==> config.mk <==
export PLATFORM = sky130hd
export DESIGN_NAME = rsar_seq
export DESIGN_NICKNAME = d
export VERILOG_FILES = /design/src/rtl/rsar_seq.sv
export SDC_FILE = /design/constraint.sdc
export NUM_CORES = 1
export LEC_CHECK = 0
export BUFFER_PORTS_ARGS = -buffer_cell sky130_fd_sc_hd__buf_2
export CAP_MARGIN = 20
export CORE_MARGIN = 3
export CORE_UTILIZATION = 35
export CTS_CLUSTER_DIAMETER = 50
export CTS_CLUSTER_SIZE = 20
export DETAILED_ROUTE_END_ITERATION = 8
export PLACE_DENSITY = 0.57
export SYNTH_ARGS = -nofsm -noshare
export SYNTH_HDL_FRONTEND = slang
export SYNTH_SLANG_ARGS = --single-unit
==> constraint.sdc <==
create_clock -name clk -period 3.2 [get_ports clk]
set_clock_uncertainty 0.15 [all_clocks]
set_input_delay 0.64 -clock clk [delete_from_list [all_inputs] [get_ports clk]]
set_output_delay 0.64 -clock clk [all_outputs]
set_load 0.02 [all_outputs]
==> src/rtl/rsar_seq.sv <==
module rsar_seq #(
  parameter int NB          = 12,
  parameter int OVL         = 4,
  parameter int WW          = 13,
  parameter int CONV_CYCLES = 20,
  parameter int AZ_CYCLES   = 3,
  parameter logic [WW-1:0] WGT [NB-1:0] =
    '{13'd1939, 13'd1048, 13'd567, 13'd306, 13'd166, 13'd89,
      13'd48,   13'd26,   13'd14,  13'd8,   13'd4,   13'd2}
) (
  input  logic          clk,
  input  logic          rst_n,
  input  logic          start,
  input  logic          cmp_hi,
  output logic [NB-1:0] dac_word,
  output logic [NB-1:0] result,
  output logic          ovr,
  output logic          busy,
  output logic          done,
  output logic          az_en
);

  localparam int NPAIR = NB - OVL;
  localparam int PW    = $clog2(CONV_CYCLES + 1);
  localparam int BW    = $clog2(NB);
  localparam logic [PW-1:0] PH_LAST  = PW'(CONV_CYCLES - 1);
  localparam logic [PW-1:0] PH_AZ    = PW'(CONV_CYCLES - AZ_CYCLES);
  localparam logic [PW-1:0] PH_LATCH = PW'(CONV_CYCLES - AZ_CYCLES - 1);
  localparam logic [PW-1:0] PH_TEND  = PW'(NB);
  localparam logic [PW-1:0] PH_PEND  = PW'(NPAIR);

  logic [PW-1:0] ph;
  logic          busy_q, done_q, ovr_q;
  logic [NB-1:0] sar, res_q, tmask, hit;
  logic [WW-1:0] acc, wsel;
  logic [BW-1:0] bsel, osel;
  logic          trial, az;

  assign trial = busy_q && (ph < PH_TEND);
  assign az    = busy_q && (ph >= PH_AZ);
  assign bsel  = BW'(NB - 1 - int'(ph));
  assign osel  = BW'(NB - 1 - OVL - int'(ph));

  always_comb begin
    tmask = '0;
    hit   = '0;
    wsel  = '0;
    if (trial) begin
      hit[bsel]   = 1'b1;
      tmask[bsel] = 1'b1;
      if (ph < PH_PEND) tmask[osel] = 1'b1;
      wsel = WGT[bsel];
    end
  end

  always_ff @(posedge clk or negedge rst_n) begin
    if (!rst_n) begin
      ph     <= '0;
      busy_q <= 1'b0;
      done_q <= 1'b0;
      sar    <= '0;
      acc    <= '0;
      res_q  <= '0;
      ovr_q  <= 1'b0;
    end else begin
      done_q <= 1'b0;
      if (!busy_q) begin
        if (start) begin
          busy_q <= 1'b1;
          ph     <= '0;
        end
      end else begin
        if (ph == PH_LAST) begin
          busy_q <= 1'b0;
          done_q <= 1'b1;
          ph     <= '0;
        end else begin
          ph <= ph + 1'b1;
        end
        if (trial && cmp_hi) begin
          sar <= sar | hit;
          acc <= acc + wsel;
        end
        if (ph == PH_LATCH) begin
          res_q <= acc[NB-1:0];
          ovr_q <= |acc[WW-1:NB];
        end
        if (az) begin
          sar <= '0;
          acc <= '0;
        end
      end
    end
  end

  assign dac_word = sar | tmask;
  assign result   = res_q;
  assign ovr      = ovr_q;
  assign busy     = busy_q;
  assign done     = done_q;
  assign az_en    = az;

  p_done_after_frame_r2: assert property (@(posedge clk) disable iff (!rst_n)
    done_q |-> (!busy_q && $past(busy_q)));

  p_done_pulse_r2: assert property (@(posedge clk) disable iff (!rst_n)
    done_q |=> !done_q);

  p_ignore_start_r3: assert property (@(posedge clk) disable iff (!rst_n)
    (busy_q && start && ph != PH_LAST) |=> (busy_q && ph == $past(ph) + 1'b1));

  p_first_pair_r4: assert property (@(posedge clk) disable iff (!rst_n)
    $rose(busy_q) |-> ($countones(dac_word) == 2 && dac_word[NB-1] && dac_word[NB-1-OVL]));

  p_trial_width_r5: assert property (@(posedge clk) disable iff (!rst_n)
    trial |-> ($countones(dac_word & ~sar) == ((ph < PH_PEND) ? 2 : 1)));

  p_sticky_bits_r6: assert property (@(posedge clk) disable iff (!rst_n)
    (busy_q && !az) |=> ((sar & $past(sar)) == $past(sar)));

  p_result_hold_r9: assert property (@(posedge clk) disable iff (!rst_n)
    !busy_q |=> ($stable(res_q) && $stable(ovr_q)));

  p_az_clear_r10: assert property (@(posedge clk) disable iff (!rst_n)
    az |=> (sar == '0 && acc == '0));

endmodule

==> results of run 1 <==
[critical path: cells and delay by family (launching register included)]
kind                     cells  cell delay, ns
AO/OA/AOI/OAI                5            0.86
AND/OR/NAND/NOR              4            0.61
adder cells (fa/ha/maj)      2            0.53
flip-flops                   1            0.44
multiplexers                 1            0.20
buffers and inverters        1            0.06
[worst max-delay path by stage]
stage	to	slack (ns)	from	cells past startpoint
after floorplan	acc[12]$_DFFE_PN0P_	0.005	ph[2]$_DFFE_PN0P_	15
after global placement	acc[12]$_DFFE_PN0P_	0.20	ph[4]$_DFFE_PN0P_	13
after detailed placement	acc[12]$_DFFE_PN0P_	0.05	ph[4]$_DFFE_PN0P_	13
after CTS	acc[12]$_DFFE_PN0P_	0.02	ph[4]$_DFFE_PN0P_	13
after global routing	acc[8]$_DFFE_PN0P_	0.05	ph[4]$_DFFE_PN0P_	13
final	acc[12]$_DFFE_PN0P_	0.26	ph[4]$_DFFE_PN0P_	13
[layer usage]
layer  wire length [um]  up-vias
met4                 76        0
met1               3150     1075
li1                   -     1092
met5                  0        -
met3                268        7
met2               2960       46
[cell usage after synthesis (all sizes together)]
| cell type | n | area [um^2] |
|---|---|---|
| dfrtp | 45 | 1130 |
| nand2 | 28 | 105 |
| ha | 22 | 275 |
| nor2 | 21 | 78.8 |
| o21ai | 20 | 100 |
| a21oi | 16 | 95.1 |
| nand3 | 16 | 80.1 |
| inv | 12 | 45.0 |
| mux2 | 12 | 135 |
| o21bai | 10 | 75.1 |
| buf | 8 | 47.5 |
| a21o | 6 | 45.0 |
| a41oi | 6 | 52.6 |
| clkbuf | 6 | 22.5 |
| a31oi | 5 | 31.3 |
| mux2i | 5 | 50.1 |
| a32o | 4 | 40.0 |
| nor3 | 4 | 20.0 |
| o31ai | 4 | 30.0 |
| xnor2 | 4 | 35.0 |
| xor2 | 4 | 35.0 |
| and2 | 2 | 12.5 |
| nand2b | 2 | 20.0 |
| nand4 | 2 | 12.5 |
| nor2b | 2 | 12.5 |
| o211ai | 2 | 20.0 |
| o21a | 2 | 15.0 |
| o22ai | 2 | 12.5 |
| a211oi | 1 | 7.51 |
| a21boi | 1 | 7.51 |
| and3 | 1 | 6.26 |
| fa | 1 | 20.0 |
| nand4b | 1 | 8.76 |
| nor3b | 1 | 7.51 |
| nor4 | 1 | 6.26 |
| o2111ai | 1 | 8.76 |
| or2 | 1 | 6.26 |
[logic make-up (layout without fill, tap and decap cells)]
group                    count (synthesis)  in the layout
XOR/XNOR                                 8              8
AND/OR/NAND/NOR                         82             82
buffers and inverters                   26             69
adder cells (fa/ha/maj)                 23             23
multiplexers                            17             17
AO/OA/AOI/OAI                           80             80
flip-flops                              45             45
[per-stage QoR]
stage,std cells,hold slack (ns),setup slack (ns),cell area [um^2]
3_3_place_gp,412,0.313,0.199,3030
5_1_grt,423,0.166,0.0466,3240
6_report,423,0.146,0.262,3240
4_1_cts,420,0.336,0.0187,3160
3_5_place_dp,412,0.316,0.0519,3030
2_1_floorplan,281,0.194,0.00466,2710
[repair_timing]
| action | 4_1_cts | 5_1_grt |
|---|---|---|
| endpoints found under the setup margin | 0 | 4 |
| gates resized for setup | 0 | 13 |
| buffers inserted | 0 | 2 |
| hold endpoints to repair | 0 | 0 |
[registers in the layout (all words and copies together), names as in the netlist]
signal and cells:
busy 1, acc 13, ovr 1, sar 12, done 1, ph 5, result 12
[layout make-up]
type / count / area (um^2)
Clock buffer: 5 / 68.8
Tap cell: 99 / 124
Multi-Input combinational cell: 210 / 1510
Sequential cell: 45 / 1130
Timing Repair Buffer: 49 / 303
Clock inverter: 3 / 65.1
Inverter: 12 / 45.0
Fill cell: 733 / 4130
==> impl_metrics.ini, run 1 <==
[setup_path]
criticalPathCategory = flop to flop
reg2reg_to = acc[12]$_DFFE_PN0P_
endpoint_kind = flop
crit_path_frequent_cell = a21oi_2
cp-start-kind = flop
reg2reg_slack_ns = 0.26
required_ns = 3.27
path_max_fanout = 5
arrival_ns = 3.01
r2r-start = ph[4]$_DFFE_PN0P_
cp_cell_sequence = nand2b_4 > a21o_1 > nor3_2 > or2_2 > ha_2 > inv_1 > fa_2 > nor2b_2 > o2111ai_1 > a21boi_2 > a21oi_2 > a21oi_2 > mux2i_1
cpPeakStageDelay_ns = 0.44
r2r_cells = 13
slowest_stage = dfrtp_2

[floorplan]
initial_core_util_pct = 36.8
fp.dieW_um = 94.0
ios = 32
die_h_um = 94.0
coreArea_um2 = 7370
rows = 31
die-area_um2 = 8830

[yosys]
synthesis.nets = 308
synthesis.area_um2 = 2710
synthDistinctLibCells = 45
synth-xor-area-share_pct = 2.59
avgSynthCellArea_um2 = 9.64
synth_warnings = 0
ys_seq_area_share_pct = 41.6
yosys.area_share.simple_pct = 13.9
synth_top_family_by_area = compound AO/OA/AOI/OAI gates
synthMuxAreaShare_pct = 6.84
syn_inst = 281
synth-seq-cells = 45
synth_fa_ha_area_share_pct = 10.9
synth_compound_area_share_pct = 20.0

[layout]
final_common_cell = dfrtp_1
syn2layout_area_growth_pct = 19.8
antenna_cells = 0
fin_util_pct = 44.0
layout_common_cells = dfrtp_1 (44), buf_2 (31), nand2_1 (28)
drive_above_1_share_pct = 27.2
fin_nets = 350

[routing]
wirelength_um = 6450
vias = 2220
first_pass_iters = 4
drt_iter0_markers = 142
vias_per_cell = 5.25
post_drt_wl_per_cell_um = 15.2
drc = 0
final_antenna_net_count = 0

[sta]
relSlewSlack_pct = 54.7
rsz0062_at_grt = false
hold_violations = 0
worst_pin_slew_ns = 0.678
slew_viol_final = 0
fin_crit_sh_pct = 91.8
setup_viol = 0
clock.fmax_mhz = 340
post-route-min-period_ns = 2.94
setup_tns_ns = 0

[global_routing]
met3_usage_pct = 2.00
grt_busiest_layer = met2
grt_first_pass_wirelength_um = 10800
gr-total-overflow = 0
use_met2_pct = 23.9
track_usage_pct = 15.5
grt_pass1_vias = 2140
grt_max_degree = 46
antenna_found_initial = 0
grt_use_met1_pct = 22.7

[clock_tree]
holdBufCountCts = 0
path_clk_slew_ns = 0.09
cts_tree = yes
cts-root-buf = clkbuf_8
clock_path_buffers = 2
clock-sinks = 45
worstSkewPairLatency_ns = 0.30
cts_buffers = 5
htreeDepth = 2

[flow_run]
drv_cap = 0

[min_path]
min_path_type = primary input to asynchronous set/reset pin

[status]
status = completed

[placed_design]
portBuffers = 31
dp_hpwl_um = 4590
gp_congestion = 0.878
Power of run 1 is left out: the tool's default activity adds up to more than one toggle a clock period on the data nets, which glitch-free logic cannot reach.
==> inputs of run 2 (changes only) <==
PLACE_DENSITY = 0.55   (was 0.57)
clock period = 3.6 ns   (was 3.2 ns; I/O delays follow)
==> impl_metrics.ini, run 2 (synthesis gave the netlist of run 1 again) <==
[sta]
post-route-min-period_ns = 3.31
setup_viol = 0
setup_tns_ns = 0
clock.fmax_mhz = 302
hold_violations = 0
slew_viol_final = 0
fin_crit_sh_pct = 91.9
worst_pin_slew_ns = 0.679
fin_ws_ns = 0.291
rsz0062_at_grt = false
relSlewSlack_pct = 54.7

[layout]
largest_reg_flops = 13
max_flop_register = acc
antenna_cells = 0
final_common_cell = dfrtp_1
syn2layout_area_growth_pct = 14.7
fin_nets = 343
layout_common_cells = dfrtp_1 (44), buf_2 (31), nand2_1 (28)
instances_no_fill = 416
drive_above_1_share_pct = 21.8

[placed_design]
pre_cts_slack_ns = 0.223
portBuffers = 31
dp.cells = 407
gp_congestion = 0.896
dp_hpwl_um = 4600

[setup_path]
endpoint_kind = flop
required_ns = 3.68
cp-start-kind = flop
criticalPathCategory = flop to flop
path_max_fanout = 6
reg2reg_slack_ns = 0.29
arrival_ns = 3.39
r2r_cells = 13
r2r-start = ph[2]$_DFFE_PN0P_
reg2reg_to = acc[12]$_DFFE_PN0P_

[routing]
final_antenna_net_count = 0
post_drt_wl_per_cell_um = 15.5
wirelength_um = 6440
vias = 2198
first_pass_iters = 4
vias_per_cell = 5.28
drc = 0
drt_iter0_markers = 142

[floorplan]
rows = 31
coreArea_um2 = 7370
fp.dieW_um = 94.0
die_h_um = 94.0
ios = 32
initial_core_util_pct = 36.8
die-area_um2 = 8830

[clock_tree]
holdBufCountCts = 0
cts_tree = yes
path_clk_slew_ns = 0.09
cts_resized = 0
cts_buffers = 5
cts_setup_buffers = 0
clock-sinks = 45
clock_path_buffers = 2
cts-root-buf = clkbuf_8
worstSkewPairLatency_ns = 0.30
htreeDepth = 2

[flow_run]
drv_cap = 0

[global_routing]
gr-total-overflow = 0
grt_pass1_vias = 2100
grt_max_degree = 46
antenna_found_initial = 0
grt_first_pass_wirelength_um = 10900
track_usage_pct = 15.5

[min_path]
min_path_type = primary input to asynchronous set/reset pin

[status]
status = completed
[run 2: cell types whose count changed in the layout (fill, tap and decap cells not counted), moves of 2 or more]
cell | previous run | this run
bufinv_16 | 2 | 0
buf_4 | 17 | 10
ha_1 | 19 | 22
inv_1 | 9 | 11
inv_2 | 3 | 1
ha_2 | 2 | 0
[run 2: per-stage QoR]
step / area (um^2) / hold slack, ns / util [%]
after global placement: 2990 / 0.314 / 40.6
final: 3110 / 0.241 / 42.2
after floorplan: 2710 / 0.274 / -
after detailed placement: 2990 / 0.318 / 40.6
after global routing: 3110 / 0.284 / 42.2
after CTS: 3080 / 0.340 / 41.8
[run 2: worst max-delay path by stage]
stage                      startpoint                   to  slack, ns  cells after the start
floorplan           ph[2]$_DFFE_PN0P_  acc[12]$_DFFE_PN0P_       0.25                     16
global placement    ph[3]$_DFFE_PN0P_  acc[12]$_DFFE_PN0P_       0.34                     13
detailed placement  ph[3]$_DFFE_PN0P_  acc[12]$_DFFE_PN0P_       0.22                     13
CTS                 ph[3]$_DFFE_PN0P_  acc[12]$_DFFE_PN0P_       0.20                     13
global route        ph[3]$_DFFE_PN0P_  acc[12]$_DFFE_PN0P_       0.03                     13
finish              ph[2]$_DFFE_PN0P_  acc[12]$_DFFE_PN0P_       0.29                     13
[run 2: final cells by class]
| class | count | area (um^2) |
|---|---|---|
| clock buffer | 5 | 68.8 |
| clock inverter | 3 | 17.5 |
| fill | 747 | 4260 |
| inverter | 12 | 45.0 |
| multi-input combinational | 210 | 1470 |
| sequential | 45 | 1130 |
| tap | 99 | 124 |
| timing repair buffer | 42 | 258 |
[run 2: layer usage]
layer	track usage [%]	routed length, um
met1	22.3	3220
met2	24.2	2870
met3	2.80	271
met4	3.73	77
met5	0	0
[run 2: worst max-delay path, cell delays in order, from the launching register on]
cell	delay [ns]
dfrtp_1	0.48
inv_1	0.09
ha_1	0.34
nor3_1	0.25
or2_2	0.16
ha_1	0.18
inv_1	0.06
fa_1	0.40
nor2b_1	0.18
o2111ai_1	0.14
a21boi_1	0.28
a21oi_1	0.16
a21oi_2	0.17
mux2i_1	0.19
Power of run 2 is left out for the same reason.
